### src/rtl/i2c_irq_pkg.sv
package i2c_irq_pkg;
  localparam int STAT_W    = 16;
  localparam int NUM_FLAGS = 12;

  localparam int B_RX_UNDER = 0;
  localparam int B_RX_OVER  = 1;
  localparam int B_RX_FULL  = 2;
  localparam int B_TX_OVER  = 3;
  localparam int B_TX_EMPTY = 4;
  localparam int B_RD_REQ   = 5;
  localparam int B_TX_ABORT = 6;
  localparam int B_SLV_DONE = 7;
  localparam int B_ACTIVITY = 8;
  localparam int B_STOP     = 9;
  localparam int B_START    = 10;
  localparam int B_GEN_CALL = 11;

  // flags held in a set/clear cell (all but the two level flags)
  localparam logic [NUM_FLAGS-1:0] STICKY_MASK   = 12'hFEB;
  // flags set directly by engine event pulses
  localparam logic [NUM_FLAGS-1:0] EVENT_MASK    = 12'hFE0;
  // flags forced clear whenever enable is low
  localparam logic [NUM_FLAGS-1:0] DIS_CLR_MASK  = 12'h900;
  // flags forced clear once disabled and the state machines are idle
  localparam logic [NUM_FLAGS-1:0] IDLE_CLR_MASK = 12'h00B;
endpackage

### src/rtl/i2c_irq_sticky.sv
module i2c_irq_sticky (
  input  logic clk,
  input  logic rst_n,
  input  logic set,
  input  logic rd_clr,
  input  logic hw_clr,
  output logic q
);
  logic q_d;

  // priority: hardware clear, then set, then read clear
  always_comb begin
    q_d = q;
    if (hw_clr)      q_d = 1'b0;
    else if (set)    q_d = 1'b1;
    else if (rd_clr) q_d = 1'b0;
  end

  always_ff @(posedge clk or negedge rst_n) begin
    if (!rst_n) q <= 1'b0;
    else        q <= q_d;
  end

  AST_SET_WINS: assert property (@(posedge clk) disable iff (!rst_n)
    set && !hw_clr |=> q);
  AST_READ_CLEARS: assert property (@(posedge clk) disable iff (!rst_n)
    rd_clr && !set && !hw_clr |=> !q);
  AST_HW_CLEARS: assert property (@(posedge clk) disable iff (!rst_n)
    hw_clr |=> !q);
  AST_HOLDS: assert property (@(posedge clk) disable iff (!rst_n)
    !set && !rd_clr && !hw_clr |=> q == $past(q));
endmodule

### src/rtl/i2c_irq_levels.sv
module i2c_irq_levels #(
  parameter int FIFO_DEPTH = 32,
  parameter int LVL_W      = $clog2(FIFO_DEPTH + 1)
) (
  input  logic             clk,
  input  logic             rst_n,
  input  logic             enable,
  input  logic             sm_busy,
  input  logic [LVL_W-1:0] tx_level,
  input  logic [LVL_W-1:0] tx_thresh,
  input  logic [LVL_W-1:0] rx_level,
  input  logic [LVL_W-1:0] rx_thresh,
  input  logic             tx_wr,
  input  logic             rx_wr,
  input  logic             rx_rd,
  output logic             tx_empty,
  output logic             rx_full,
  output logic             tx_over_ev,
  output logic             rx_over_ev,
  output logic             rx_under_ev
);
  localparam logic [LVL_W-1:0] FULL_LVL  = LVL_W'(FIFO_DEPTH);
  localparam logic [LVL_W-1:0] EMPTY_LVL = '0;

  logic tx_empty_d, rx_full_d;

  always_comb begin
    tx_empty_d = enable ? (tx_level <= tx_thresh) : sm_busy;
    rx_full_d  = enable && (rx_level >= rx_thresh);
  end

  assign tx_over_ev  = tx_wr && (tx_level == FULL_LVL);
  assign rx_over_ev  = rx_wr && (rx_level == FULL_LVL);
  assign rx_under_ev = rx_rd && (rx_level == EMPTY_LVL);

  always_ff @(posedge clk or negedge rst_n) begin
    if (!rst_n) begin
      tx_empty <= 1'b0;
      rx_full  <= 1'b0;
    end else begin
      tx_empty <= tx_empty_d;
      rx_full  <= rx_full_d;
    end
  end

  AST_TXEMPTY_IDLE: assert property (@(posedge clk) disable iff (!rst_n)
    !enable && !sm_busy |=> !tx_empty);
  AST_RXFULL_OFF: assert property (@(posedge clk) disable iff (!rst_n)
    !enable |=> !rx_full);
endmodule

### src/rtl/i2c_raw_irq_status.sv
module i2c_raw_irq_status
  import i2c_irq_pkg::*;
#(
  parameter int FIFO_DEPTH = 32,
  localparam int LVL_W     = $clog2(FIFO_DEPTH + 1)
) (
  input  logic                 clk,
  input  logic                 rst_n,
  input  logic                 enable,
  input  logic                 sm_busy,
  input  logic [NUM_FLAGS-1:0] ev_set,
  input  logic [LVL_W-1:0]     tx_level,
  input  logic [LVL_W-1:0]     tx_thresh,
  input  logic [LVL_W-1:0]     rx_level,
  input  logic [LVL_W-1:0]     rx_thresh,
  input  logic                 tx_wr,
  input  logic                 rx_wr,
  input  logic                 rx_rd,
  input  logic [NUM_FLAGS-1:0] clr_rd,
  input  logic                 clr_all,
  input  logic                 sw_wr,
  input  logic [STAT_W-1:0]    sw_wdata,
  output logic [STAT_W-1:0]    status,
  output logic                 scl_hold
);
  logic [1:0]           rst_sync;
  logic                 rst_sync_n;
  logic [NUM_FLAGS-1:0] flags, set_vec, rdclr_vec, hwclr_vec;
  logic                 tx_empty, rx_full, tx_over_ev, rx_over_ev, rx_under_ev;
  logic                 sw_write_unused;

  // reset: asserted at once, released after two edges
  always_ff @(posedge clk or negedge rst_n) begin
    if (!rst_n) rst_sync <= 2'b00;
    else        rst_sync <= {rst_sync[0], 1'b1};
  end
  assign rst_sync_n = rst_sync[1];

  // the status word takes no writes
  assign sw_write_unused = sw_wr ^ (^sw_wdata);

  i2c_irq_levels #(.FIFO_DEPTH(FIFO_DEPTH), .LVL_W(LVL_W)) u_levels (
    .clk(clk), .rst_n(rst_sync_n), .enable(enable), .sm_busy(sm_busy),
    .tx_level(tx_level), .tx_thresh(tx_thresh),
    .rx_level(rx_level), .rx_thresh(rx_thresh),
    .tx_wr(tx_wr), .rx_wr(rx_wr), .rx_rd(rx_rd),
    .tx_empty(tx_empty), .rx_full(rx_full),
    .tx_over_ev(tx_over_ev), .rx_over_ev(rx_over_ev), .rx_under_ev(rx_under_ev)
  );

  always_comb begin
    set_vec             = ev_set & EVENT_MASK;
    set_vec[B_TX_OVER]  = tx_over_ev;
    set_vec[B_RX_OVER]  = rx_over_ev;
    set_vec[B_RX_UNDER] = rx_under_ev;
    rdclr_vec = (clr_rd | {NUM_FLAGS{clr_all}}) & STICKY_MASK;
    hwclr_vec = (DIS_CLR_MASK  & {NUM_FLAGS{~enable}}) |
                (IDLE_CLR_MASK & {NUM_FLAGS{~enable & ~sm_busy}});
  end

  for (genvar i = 0; i < NUM_FLAGS; i++) begin : g_flag
    if (STICKY_MASK[i]) begin : g_sticky
      i2c_irq_sticky u_cell (
        .clk(clk), .rst_n(rst_sync_n), .set(set_vec[i]),
        .rd_clr(rdclr_vec[i]), .hw_clr(hwclr_vec[i]), .q(flags[i])
      );
    end else if (i == B_TX_EMPTY) begin : g_txe
      assign flags[i] = tx_empty;
    end else begin : g_rxf
      assign flags[i] = rx_full;
    end
  end

  assign status   = {{(STAT_W-NUM_FLAGS){1'b0}}, flags};
  assign scl_hold = flags[B_RD_REQ];

  AST_GC_DISABLED: assert property (@(posedge clk) disable iff (!rst_sync_n)
    !enable |=> !status[B_GEN_CALL] && !status[B_ACTIVITY]);
  AST_OVER_KEPT: assert property (@(posedge clk) disable iff (!rst_sync_n)
    !enable && sm_busy && !clr_all && !clr_rd[B_TX_OVER] && !tx_over_ev
      |=> status[B_TX_OVER] == $past(status[B_TX_OVER]));
  AST_CLR_ALL: assert property (@(posedge clk) disable iff (!rst_sync_n)
    clr_all && !ev_set[B_START] |=> !status[B_START]);
endmodule

### config.mk
export PLATFORM = sky130hd
export DESIGN_NAME = i2c_raw_irq_status
export DESIGN_NICKNAME = d
export VERILOG_FILES = /design/src/rtl/i2c_irq_pkg.sv /design/src/rtl/i2c_irq_sticky.sv /design/src/rtl/i2c_irq_levels.sv /design/src/rtl/i2c_raw_irq_status.sv
export SDC_FILE = /design/constraint.sdc
export NUM_CORES = 1
export LEC_CHECK = 0
export ABC_AREA = 1
export CAP_MARGIN = 30
export CORE_MARGIN = 3
export CORE_UTILIZATION = 30
export CTS_CLUSTER_SIZE = 16
export DETAILED_ROUTE_END_ITERATION = 6
export MAX_ROUTING_LAYER = met4
export PLACE_DENSITY = 0.76
export RECOVER_POWER = 25
export SYNTH_ARGS = -nofsm -noshare
export SYNTH_HDL_FRONTEND = slang
export SYNTH_SLANG_ARGS = --single-unit
### constraint.sdc
create_clock -name clk -period 0.8 [get_ports clk]
set_input_delay 0.12 -clock clk [delete_from_list [all_inputs] [get_ports clk]]
set_output_delay 0.12 -clock clk [all_outputs]
set_load 0.005 [all_outputs]
# Word level (Yosys, flattened, before mapping)
# Cells that the tools add are included.
# totals
regBits,14
input_bits,73
output_inout_bits,17
elab_cells,68
# op_classes
magnitude_cmp,2
eq_ne,2
mux,31
bitwise_logic,5
reduce_logical,15
# op_table
cell,n
$mux W1,31
$reduce_bool A3 Y1,10
$eq A6 B6 Y1 const B,2
$or A12 B12 Y12,1
$or A12 B4 Y12,1
$ge A6 B6 Y1,1
$le A6 B6 Y1,1
$logic_not A6 Y1,1
$logic_and A1 B1 Y1,4
$not A1 Y1,2
$and A1 B1 Y1,1

# Longest topological paths before layout
# Gate-level depths: netlist (run 1).
# logic_depth
depth_word,4
depth_mapped,8
ltp_nobuf,8

# Hierarchy
# Synthesis (run 1) repeated with hierarchy kept, for this count alone.
# hier_totals
cells_unflattened,156
hier_area_um2,1103.6
# modules_own_cells
module,instances,cells_each,area_per_inst_um2,seq_area_each_um2
i2c_irq_levels,1,72,456.7,50.0
i2c_irq_sticky,10,5,45.0,25.0
i2c_raw_irq_status,1,34,196.4,50.0

# Worst setup path before layout (run 1)
# Ideal clock, no wire load.
# synth_timing
path_type,input to register
startpoint,in tx_thresh[5]
endpoint,reg u_levels.tx_empty
setup_time_ns,0.129
arrival_ns,0.756
required_ns,0.671
slack_ns,-0.085
cell_stages,7
n_path_buf,0
path_cell_list,inv_1 ha_1 nand2_1 nor2_1 nand2_1 nand3_1 a21oi_1
# synth_via
elab_chain_len,2
# synth_rtl
element,line_no,source
from (decl),i2c_raw_irq_status.sv:13,"input logic [LVL_W-1:0] tx_thresh,"
$le A6 B6 Y1,i2c_irq_levels.sv:28,tx_empty_d = enable ? (tx_level <= tx_thresh) : sm_busy;
$mux W1,i2c_irq_levels.sv:28,
named net u_levels.tx_empty_d,i2c_irq_levels.sv:25,"logic tx_empty_d, rx_full_d;"
to (signal assigned),i2c_irq_levels.sv:41,tx_empty <= tx_empty_d;
to (decl),i2c_irq_levels.sv:16,"output logic tx_empty,"
# The timed path passes the listed nets, and every way through them passes these cells.
# A chain may end at the register's enable or synchronous reset.

# Worst setup path after layout (run 1)
# layout_timing
startpoint,reg g_flag[5].g_sticky.u_cell.q
endpoint,out scl_hold
# layout_lines
element,line_no,source
from (decl),i2c_irq_sticky.sv:7,output logic q
from (signal assigned),i2c_irq_sticky.sv:21,else q <= q_d;
to (decl),i2c_raw_irq_status.sv:24,output logic scl_hold
# No word-level cell between the ends.

==> results of run 1 <==
==> cell usage in the layout (no fill, tap or decap) <==
cell type	instances
buf_4	12
ha_1	5
buf_2	18
nand2_1	17
dlygate4sd3_1	1
o21ai_1	1
inv_6	1
dlygate4sd2_1	8
inv_2	6
o21bai_1	5
conb_1	5
ha_4	7
a21oi_1	5
buf_6	3
nor2_4	1
inv_4	1
a21oi_2	3
nor2_1	11
o22a_1	1
nand4_1	1
clkdlybuf4s15_1	7
nand2_4	1
inv_1	14
nand2_2	7
a21o_1	1
nor3_1	2
clkbuf_2	3
inv_12	1
clkbuf_4	4
o21a_1	1
clkdlybuf4s50_1	23
nand3_1	2
dfrtp_1	14
nor2_2	2
==> tightest hold or removal path, stage by stage <==
cell and delay, ns:
clkbuf_2 0.10, nor3_1 0.06, a21oi_2 0.10, nor2_1 0.05
==> stage by stage <==
step                      TNS (ns)  hold slack, ns  utilization  power [mW]
final                        -1.50           0.185        0.559        1.77
after global routing         -2.36           0.195        0.559        1.93
after CTS                    -1.58           0.213        0.559        1.78
after detailed placement     -5.85           0.205        0.553        1.41
after global placement       -5.58           0.200        0.553        1.39
after floorplan           -0.00824          -0.176            -        1.05
==> final cells by class <==
cell class                 instances  area (um2)  share of cell area
timing repair buffer              76         617               0.355
multi-input combinational         78         584               0.337
clock buffer                       3        22.5              0.0130
tap                               44        55.1              0.0317
inverter                          23         106              0.0613
sequential                        14         350               0.202
==> routing by layer <==
metal  vias to the layer above  track usage  routed length, um
li1                        507            -                  -
met1                       438        0.157               1040
met2                        40        0.229               1310
met3                         2       0.0570                237
met4                         0       0.0539                 21
met5                         -            -                  0
==> registers in the layout, summed over array words and instances (netlist names) <==
register and cells:
g_flag.g_sticky.u_cell.q 10, rst_sync 2, u_levels.rx_full 1, u_levels.tx_empty 1
==> worst paths after layout <==
check	start	to	slack (ns)	depth (start not counted)
min reg2reg	rst_sync[1]$_DFF_PN0_	g_flag[8].g_sticky.u_cell.q$_DFFE_PN0P_	0.20	0
min in group asynchronous	rst_sync[1]$_DFF_PN0_	g_flag[8].g_sticky.u_cell.q$_DFFE_PN0P_	0.20	0
max	g_flag[5].g_sticky.u_cell.q$_DFFE_PN0P_	scl_hold	-0.21	2
max reg2reg	g_flag[8].g_sticky.u_cell.q$_DFFE_PN0P_	g_flag[8].g_sticky.u_cell.q$_DFFE_PN0P_	-0.06	4
max in group asynchronous	rst_n	rst_sync[0]$_DFF_PN0_	0.12	2
min	tx_level[0]	g_flag[3].g_sticky.u_cell.q$_DFFE_PN0P_	0.19	4
==> power groups by stage <==
stage / clock (mW) / combinational [mW] / sequential (mW)
floorplan: 0 / 0.273 / 0.781
global placement: 0 / 0.605 / 0.785
detailed placement: 0 / 0.623 / 0.787
CTS: 0.395 / 0.612 / 0.771
global route: 0.461 / 0.691 / 0.778
finish: 0.380 / 0.619 / 0.771
==> what timing repair did <==
item / 4_1_cts / 5_1_grt
endpoints found under the hold margin: 2 / 0
setup buffers: 5 / 1
endpoints found under the setup margin: 19 / 18
pin swaps: 17 / 16
hold buffers: 1 / 0
cloned: 0 / 0
gates resized for setup: 106 / 24
==> cell families after synthesis <==
group	synth area share
flops	0.352
compound gates	0.107
other cells	0.00754
buf+inv	0.207
simple gates	0.176
fa+ha+maj	0.151
==> metrics.md, run 1 <==
| Metric | Value |
|---|---|
| Buffers on Ports | 61 |
| First-pass GRT wire length | 4440 um |
| Worst-path clk slew | 0.08 ns |
| Final Hold Vio Count | 0 |
| CTS max path bufs | 2 |
| Max-cap violations | 0 |
| Ratio of cells with drive above 1 in the final layout | 0.361 |
| Setup Skew | 0.00156 ns |
| Routed Antenna Nets | 0 |
| Antenna violations before repair | 0 |
| Combinational share of power | 0.350 |
| Final worst path period share | 1.27 |
| 1st-pass router iterations | 4 |
| Pwr Density | 1020 nW/um2 |
| Vias | 987 |
| CP top delay family | flip-flops |
| WP buf/inv | 2 |
| Routed len/inst | 11.0 um |
| Syn Inst Count | 128 |
| Fill count | 315 |
| Drt total wl | 2610 um |
| Post-route cell area | 1740 um2 |
| Die Height | 63.6 um |
| Top_reg_cell synth | dfrtp_1 |
| Grt ovf | 0 |
| Finish-stage setup viols | 16 |
| Most frequent cell after synthesis | nand2_1 |
| Async SR Flop Fraction | 1.00 |
| Initial Util | 0.321 |
| Fmax | 986 MHz |
| Yosys cell types | 18 |
| Synth Warn # | 0 |
| Pre-CTS WS | -0.723 ns |
| Internal | 1.29 mW |
| Avg Vias per Cell | 4.15 |
| CTS Root Cell | clkbuf_4 |
| CP max FO | 2 |
| Largest net degree at the start of global routing | 13 |
| Drc violations | 0 |
| GP Congestion | 0.720 |
| Cell mode on critical path | buf_6 |
| Worst Path Class, Setup | reg2out |
| Synthesized area | 996 um2 |
| Commonest cells post-synth | nand2_1, inv_1, buf_4 |
| Total track usage | 0.142 |
| Required time of the critical path | 0.68 ns |
| Share of the synthesized area in the top cell type | 0.352 |
| Hpwl dp | 2180 um |
| #FFs+latches synth | 14 |
| Placed cell count | 228 |
| Status | complete, but fails checks |
| Cell Area, Placed | 1720 um2 |
| # rows | 20 |
| Initial DRC count | 29 |
| Later-pin clock latency in the skew report | 0.27 ns |
| Critical-path top delay cell | dfrtp_1 |
| Share of the yosys chip area belonging to registers | 0.352 |
| P&R area growth vs syn | 74.2% |
| Failing checks | setup timing |
| Switching share of power | 0.273 |
| Sequential power share | 0.436 |
| Period minus WS final | 1.01 ns |
| Die footprint | 4050 um2 |
| Die width | 63.6 um |
| Slowest stage delay, CP | 0.40 ns |
| Area contributors post-synth | dfrtp_1, ha_1, buf_4 |
| Max VDD drop | 0.000389 V |
| Vias in the first global route | 1034 |
| Synthesized area per cell | 7.78 um2 |
| Post-synth EDFFs | 0 |
| Setup crit end kind | output port |
| CTS Sinks | 14 |
| H-tree levels | 1 |
| Worst setup margin | -0.214 ns |
| Clk pwr share | 0.215 |
| Ordered list of cells on the worst path | buf_6 > buf_6 |
| Arr. time, crit path | 0.89 ns |
| Layout Nets | 281 |
| Worst setup SP type | flip-flop |
| Slew Limit Fails | 0 |
| RSZ-0062 raised after global routing | yes |
| Core Region | 3100 um2 |
| Num CTS Buffers | 3 |
| NetSw | 482 uW |
| Yosys top cell by area | dfrtp_1 |
| Hold crit path type | in2reg |
| Ports | 90 |
| Count of non-filler cells in the finished layout | 238 |
| TritonCTS clock tree | built |
| Diode count | 0 |
| Pleak | 0.865 nW |
Power figures use the tool's default switching activity.
==> run 2: changes to the inputs <==
--- a/config.mk
+++ b/config.mk
@@ -8,11 +8,11 @@
 export ABC_AREA = 1
 export CAP_MARGIN = 30
 export CORE_MARGIN = 3
-export CORE_UTILIZATION = 30
+export CORE_UTILIZATION = 31
 export CTS_CLUSTER_SIZE = 16
 export DETAILED_ROUTE_END_ITERATION = 6
 export MAX_ROUTING_LAYER = met4
-export PLACE_DENSITY = 0.76
+export PLACE_DENSITY = 0.79
 export RECOVER_POWER = 25
 export SYNTH_ARGS = -nofsm -noshare
 export SYNTH_HDL_FRONTEND = slang
==> metrics.md, run 2 (synthesized netlist as in run 1, its figures left out) <==
| Metric | Value |
|---|---|
| DR top layer | met4 |
| Finish-stage setup viols | 16 (unchanged) |
| Reg with most FFs | g_flag.g_sticky.u_cell.q |
| GP Congestion | 0.827 (+15%) |
| Register area | 350 um2 (unchanged) |
| Ratio of cells with drive above 1 in the final layout | 0.423 (+0.0626) |
| Worst-path clk slew | 0.08 ns (about the same) |
| RSZ-0062 raised after global routing | yes |
| Combinational share of power | 0.342 (-0.008) |
| Routed len/inst | 12.1 um (+10%) |
| Placed cell count | 226 (-0.88%) |
| Largest net degree at the start of global routing | 13 (unchanged) |
| Hpwl dp | 2330 um (+7.1%) |
| Internal | 1.41 mW (+9.3%) |
| Later-pin clock latency in the skew report | 0.28 ns (about the same) |
| Clk pwr share | 0.259 (+0.044) |
| Count of non-filler cells in the finished layout | 238 (unchanged) |
| M1 wire length | 1100 um (+5.3%) |
| Most frequent cells in the layout | clkdlybuf4s50_1, nand2_1, dfrtp_1, buf_2 |
| Ports | 90 (unchanged) |
| Initial Util | 0.343 (+0.0224) |
| Setup Skew | 0.000538 ns (-0.00103 ns) |
| # rows | 19 (-5.0%) |
| Most common cell after layout, fill and taps aside | clkdlybuf4s50_1 |
| Pleak | 0.883 nW (+2.1%) |
| Initial DRC count | 22 (-24%) |
| CTS Sinks | 14 (unchanged) |
| Fill count | 268 (-15%) |
| Fmax | 974 MHz (-1.2%) |
| R2r setup slk | -0.08 ns (-0.02 ns) |
| Required time of the critical path | 0.68 ns (about the same) |
| First-pass GRT wire length | 4850 um (+9.3%) |
| Max VDD drop | 0.000522 V (+34%) |
| Layout Nets | 282 (+0.36%) |
| Setup crit end kind | output port |
| Max reg flops | 10 (unchanged) |
| Worst setup SP type | flip-flop |
| Avg Vias per Cell | 4.31 (+3.9%) |
| Die width | 62.7 um (-1.5%) |
| CTS Root Cell | clkbuf_4 |
| Multi-input logic area | 628 um2 (+7.5%) |
| P&R area growth vs syn | 80.3% |
| Arr. time, crit path | 0.91 ns (+0.02 ns) |
| Switching share of power | 0.272 (about the same) |
| Status | complete, but fails checks |
| Num CTS Buffers | 3 (unchanged) |
| Minimum hold slack | 0.136 ns (-0.0488 ns) |
| H-tree levels | 1 (unchanged) |
| Final Hold Vio Count | 0 (unchanged) |
| Registers with the most flip-flops | g_flag.g_sticky.u_cell.q: 10 flops, rst_sync: 2 flops |
| Hold crit path type | in2reg |
| Grt ovf | 0 (unchanged) |
| Final worst path period share | 1.28 (+0.0159) |
| 1st-pass router iterations | 3 (-1) |
| Met3 wire len | 231 um (-2.5%) |
| Antenna violations before repair | 0 (unchanged) |
| Total power | 1.93 mW (+9.3%) |
| Total track usage | 0.157 (+0.0145) |
| Vias in the first global route | 1142 (+10%) |
| CP max FO | 2 (unchanged) |
| Failing checks | setup timing |
| Worst setup margin | -0.226 ns (-0.0127 ns) |
| Buffers on Ports | 61 (unchanged) |
| Die Height | 62.7 um (-1.5%) |
| Pwr Density | 1080 nW/um2 (+5.6%) |
| Period minus WS final | 1.03 ns (+0.0127 ns) |
| Core Region | 2900 um2 (-6.5%) |
| Slew Limit Fails | 0 (unchanged) |
| Vias | 1025 (+3.9%) |
| NetSw | 527 uW (+9.2%) |
| Routed Antenna Nets | 0 (unchanged) |
| Fin util | 0.619 (+0.0598) |
| Die footprint | 3930 um2 (-2.9%) |
| Drc violations | 0 (unchanged) |
| TritonCTS clock tree | built |
| Drt total wl | 2880 um (+10%) |
| Max-cap violations | 0 (unchanged) |
| CTS max path bufs | 2 (unchanged) |
| Diode count | 0 (unchanged) |
| Sequential power share | 0.399 (-0.037) |
| Worst Path Class, Setup | reg2out |
| Met2 wire length | 1520 um (+16%) |
## run 2: cell count changes in the layout (fill, tap and decap cells not counted), moves of 2 or more
cell,delta
nor2_1,-2
clkdlybuf4s15_2,+2
nor2_2,+2
clkbuf_2,+6
ha_1,-2
dlygate4sd2_1,-2
buf_2,-4
ha_4,+2
## run 2: layout make-up
class / count / area share
tap: 42 / 0.0293
clock buffer: 4 / 0.0202
multi-input combinational: 78 / 0.350
sequential: 14 / 0.195
timing repair buffer: 77 / 0.346
inverter: 23 / 0.0592
## run 2: final timing paths
kind	from	to	depth (start not counted)
setup / recovery	g_flag[5].g_sticky.u_cell.q$_DFFE_PN0P_	scl_hold	2
hold / removal	rx_level[0]	g_flag[0].g_sticky.u_cell.q$_DFFE_PN0P_	4
setup reg to reg	g_flag[5].g_sticky.u_cell.q$_DFFE_PN0P_	g_flag[5].g_sticky.u_cell.q$_DFFE_PN0P_	4
hold reg to reg	rst_sync[1]$_DFF_PN0_	g_flag[10].g_sticky.u_cell.q$_DFFE_PN0P_	0
max in group asynchronous	rst_n	rst_sync[0]$_DFF_PN0_	2
min in group asynchronous	rst_sync[1]$_DFF_PN0_	g_flag[10].g_sticky.u_cell.q$_DFFE_PN0P_	0
## run 2: worst max-delay path: stages (launching register included)
cell	delay [ns]
dfrtp_1	0.40
buf_6	0.12
buf_6	0.10
## run 2: through the flow
step	instance area, um2	TNS, ns	setup slack, ns
after global routing	1800	-2.38	-0.256
after detailed placement	1710	-6.33	-0.705
after CTS	1750	-1.74	-0.215
after global placement	1710	-5.90	-0.696
after floorplan	1110	-0.00824	-0.00824
final	1800	-1.72	-0.226
## run 2: timing repair
| item | in CTS | in global routing |
|---|---|---|
| endpoints found under the hold margin | 2 | 0 |
| hold buffers | 1 | 0 |
| setup endpoints to repair | 21 | 20 |
| buffers inserted | 2 | 5 |
| resized for setup | 103 | 34 |
| pin swaps | 22 | 20 |
## run 2: power groups by stage
stage	Combinational [mW]	Sequential [mW]	Clock [mW]
6_report	0.661	0.772	0.501
5_1_grt	0.738	0.779	0.538
4_1_cts	0.618	0.771	0.520
3_5_place_dp	0.631	0.788	0
3_3_place_gp	0.606	0.784	0
2_1_floorplan	0.273	0.781	0
## run 2: per-layer routing
layer,global-route usage,vias to the layer above
li1,-,514
met3,0.0432,3
met4,0.0661,0
met5,-,-
met1,0.158,462
met2,0.282,46
==> run 3: changes to the inputs <==
--- a/config.mk
+++ b/config.mk
@@ -8,11 +8,12 @@
 export ABC_AREA = 1
 export CAP_MARGIN = 30
 export CORE_MARGIN = 3
-export CORE_UTILIZATION = 31
+export CORE_UTILIZATION = 32
+export CTS_BUF_LIST = sky130_fd_sc_hd__clkbuf_8
 export CTS_CLUSTER_SIZE = 16
 export DETAILED_ROUTE_END_ITERATION = 6
 export MAX_ROUTING_LAYER = met4
-export PLACE_DENSITY = 0.79
+export PLACE_DENSITY = 0.81
 export RECOVER_POWER = 25
 export SYNTH_ARGS = -nofsm -noshare
 export SYNTH_HDL_FRONTEND = slang
==> metrics.md, run 3 (synthesized netlist as in run 1, its figures left out) <==
| Metric | Value |
|---|---|
| Avg Vias per Cell | 4.52 (+4.8%) |
| Final Hold Vio Count | 0 (unchanged) |
| Max-cap violations | 0 (unchanged) |
| RR Startpoint | g_flag[5].g_sticky.u_cell.q$_DFFE_PN0P_ |
| Buffers on Ports | 61 (unchanged) |
| Drt total wl | 2710 um (-6.2%) |
| R2R depth | 4 (unchanged) |
| Hold Buf Count CTS | 0 (-1) |
| DR top layer | met4 |
| Total track usage | 0.145 (-0.0118) |
| Required time of the critical path | 0.68 ns (about the same) |
| Worst setup margin | -0.179 ns (+0.0470 ns) |
| CTS Sinks | 14 (unchanged) |
| Die footprint | 3820 um2 (-2.8%) |
| Fin util | 0.614 (-0.00503) |
| Pleak | 0.875 nW (-0.85%) |
| P&R area growth vs syn | 75.9% |
| Layout Nets | 280 (-0.71%) |
| Pwr Density | 1190 nW/um2 (+10%) |
| Worst-path clk slew | 0.05 ns (-0.03 ns) |
| Num CTS Buffers | 3 (unchanged) |
| Slew Limit Fails | 0 (unchanged) |
| Vias | 1016 (-0.88%) |
| Finish-stage setup viols | 15 (-1) |
| CTS max path bufs | 2 (unchanged) |
| CTS Root Cell | clkbuf_8 |
| Worst setup SP type | flip-flop |
| Initial DRC count | 11 (-50%) |
| Diode count | 0 (unchanged) |
| Registers with the most flip-flops | g_flag.g_sticky.u_cell.q: 10 flops, rst_sync: 2 flops |
| Hold crit path type | in2async |
| Failing checks | setup timing |
| H-tree levels | 1 (unchanged) |
| Fmax | 1020 MHz (+4.8%) |
| RSZ-0062 raised after global routing | yes |
| Later-pin clock latency in the skew report | 0.24 ns (-0.04 ns) |
| Slowest stage delay, CP | 0.39 ns (about the same) |
| Routed len/inst | 12.0 um (-0.79%) |
| Reg with most FFs | g_flag.g_sticky.u_cell.q |
| Grt ovf | 0 (unchanged) |
| Routed Antenna Nets | 0 (unchanged) |
| Setup Skew | 0.00137 ns (+0.000835 ns) |
| First-pass GRT wire length | 3900 um (-20%) |
| Period minus WS final | 0.979 ns (-0.0470 ns) |
| R2r setup slk | -0.08 ns (about the same) |
| Worst R2R End | g_flag[5].g_sticky.u_cell.q$_DFFE_PN0P_ |
| Max VDD drop | 0.000893 V (+71%) |
| # rows | 19 (unchanged) |
| Max reg flops | 10 (unchanged) |
| Hpwl dp | 2280 um (-2.4%) |
| Placed cell count | 217 (-4.0%) |
| Status | complete, but fails checks |
| Arr. time, crit path | 0.86 ns (-0.05 ns) |
| Worst Path Class, Setup | reg2out |
| Total power | 2.08 mW (+7.7%) |
| Ordered list of cells on the worst path | buf_6 > buf_6 |
| Met3 wire len | 228 um (-1.3%) |
| Vias in the first global route | 1011 (-11%) |
| Minimum hold slack | 0.106 ns (-0.0300 ns) |
| Die width | 61.8 um (-1.4%) |
| Ratio of cells with drive above 1 in the final layout | 0.443 (+0.0198) |
| Antenna violations before repair | 0 (unchanged) |
| Drc violations | 0 (unchanged) |
| GP Congestion | 0.765 (-7.4%) |
| Most common cell after layout, fill and taps aside | buf_2 |
| Met2 wire length | 1480 um (-2.9%) |
| Cell mode on critical path | buf_6 |
| 1st-pass router iterations | 2 (-1) |
| Initial Util | 0.349 (+0.00572) |
| Setup crit end kind | output port |
| Ports | 90 (unchanged) |
| Core Region | 2850 um2 (-1.6%) |
| Count of non-filler cells in the finished layout | 225 (-5.5%) |
| M1 wire length | 973 um (-11%) |
| Most frequent cells in the layout | buf_2, clkdlybuf4s50_1, nand2_1 |
| CP max FO | 2 (unchanged) |
| TritonCTS clock tree | built |
| Die Height | 61.8 um (-1.4%) |
| Final worst path period share | 1.22 (-0.0587) |
| Largest net degree at the start of global routing | 13 (unchanged) |
| Critical-path top delay cell | dfrtp_1 |
## run 3: worst max path at each step
stage,from,end,slack (ns)
6_report,g_flag[5].g_sticky.u_cell.q$_DFFE_PN0P_,status[5],-0.18
5_1_grt,g_flag[5].g_sticky.u_cell.q$_DFFE_PN0P_,status[5],-0.20
4_1_cts,g_flag[5].g_sticky.u_cell.q$_DFFE_PN0P_,status[5],-0.18
3_5_place_dp,tx_thresh[3],u_levels.tx_empty$_DFF_PN0_,-0.73
3_3_place_gp,tx_thresh[3],u_levels.tx_empty$_DFF_PN0_,-0.69
2_1_floorplan,tx_thresh[3],u_levels.tx_empty$_DFF_PN0_,-0.008
## run 3: timing repair
action,4_1_cts,5_1_grt
gates cloned,0,0
pin swaps,26,20
buffers inserted,3,1
setup endpoints to repair,23,19
gates resized for setup,126,30
## run 3: final cells by class
class	instances	area (um2)
Fill cell	278	1100
Multi-Input combinational cell	78	627
Timing Repair Buffer	75	574
Sequential cell	14	350
Inverter	23	106
Clock buffer	4	55.1
Tap cell	31	38.8
## run 3: stage by stage
stage | setup slack, ns | setup TNS, ns | cell area, um2
after floorplan | -0.00824 | -0.00824 | 1110
after global placement | -0.695 | -5.82 | 1710
after detailed placement | -0.727 | -6.25 | 1710
after CTS | -0.183 | -1.09 | 1730
after global routing | -0.205 | -1.54 | 1750
final | -0.179 | -1.02 | 1750
## run 3: worst max-delay path, delay by kind of cell, from the launching register on
kind / cells / cell delay (ns)
flops: 1 / 0.39
buf+inv: 2 / 0.22
## run 3: power breakdown
group          switching [mW]  internal [mW]  leakage (nW)  total, mW
clock network           0.231          0.435        0.0288      0.666
logic                   0.270          0.375         0.675      0.645
registers              0.0250          0.747         0.171      0.772
total                   0.526           1.56         0.875       2.08
## run 3: routing by layer
layer / track usage / vias to the layer above
li1: - / 508
met1: 0.135 / 464
met2: 0.281 / 42
met3: 0.0393 / 2
met4: 0.0485 / 0
met5: - / -
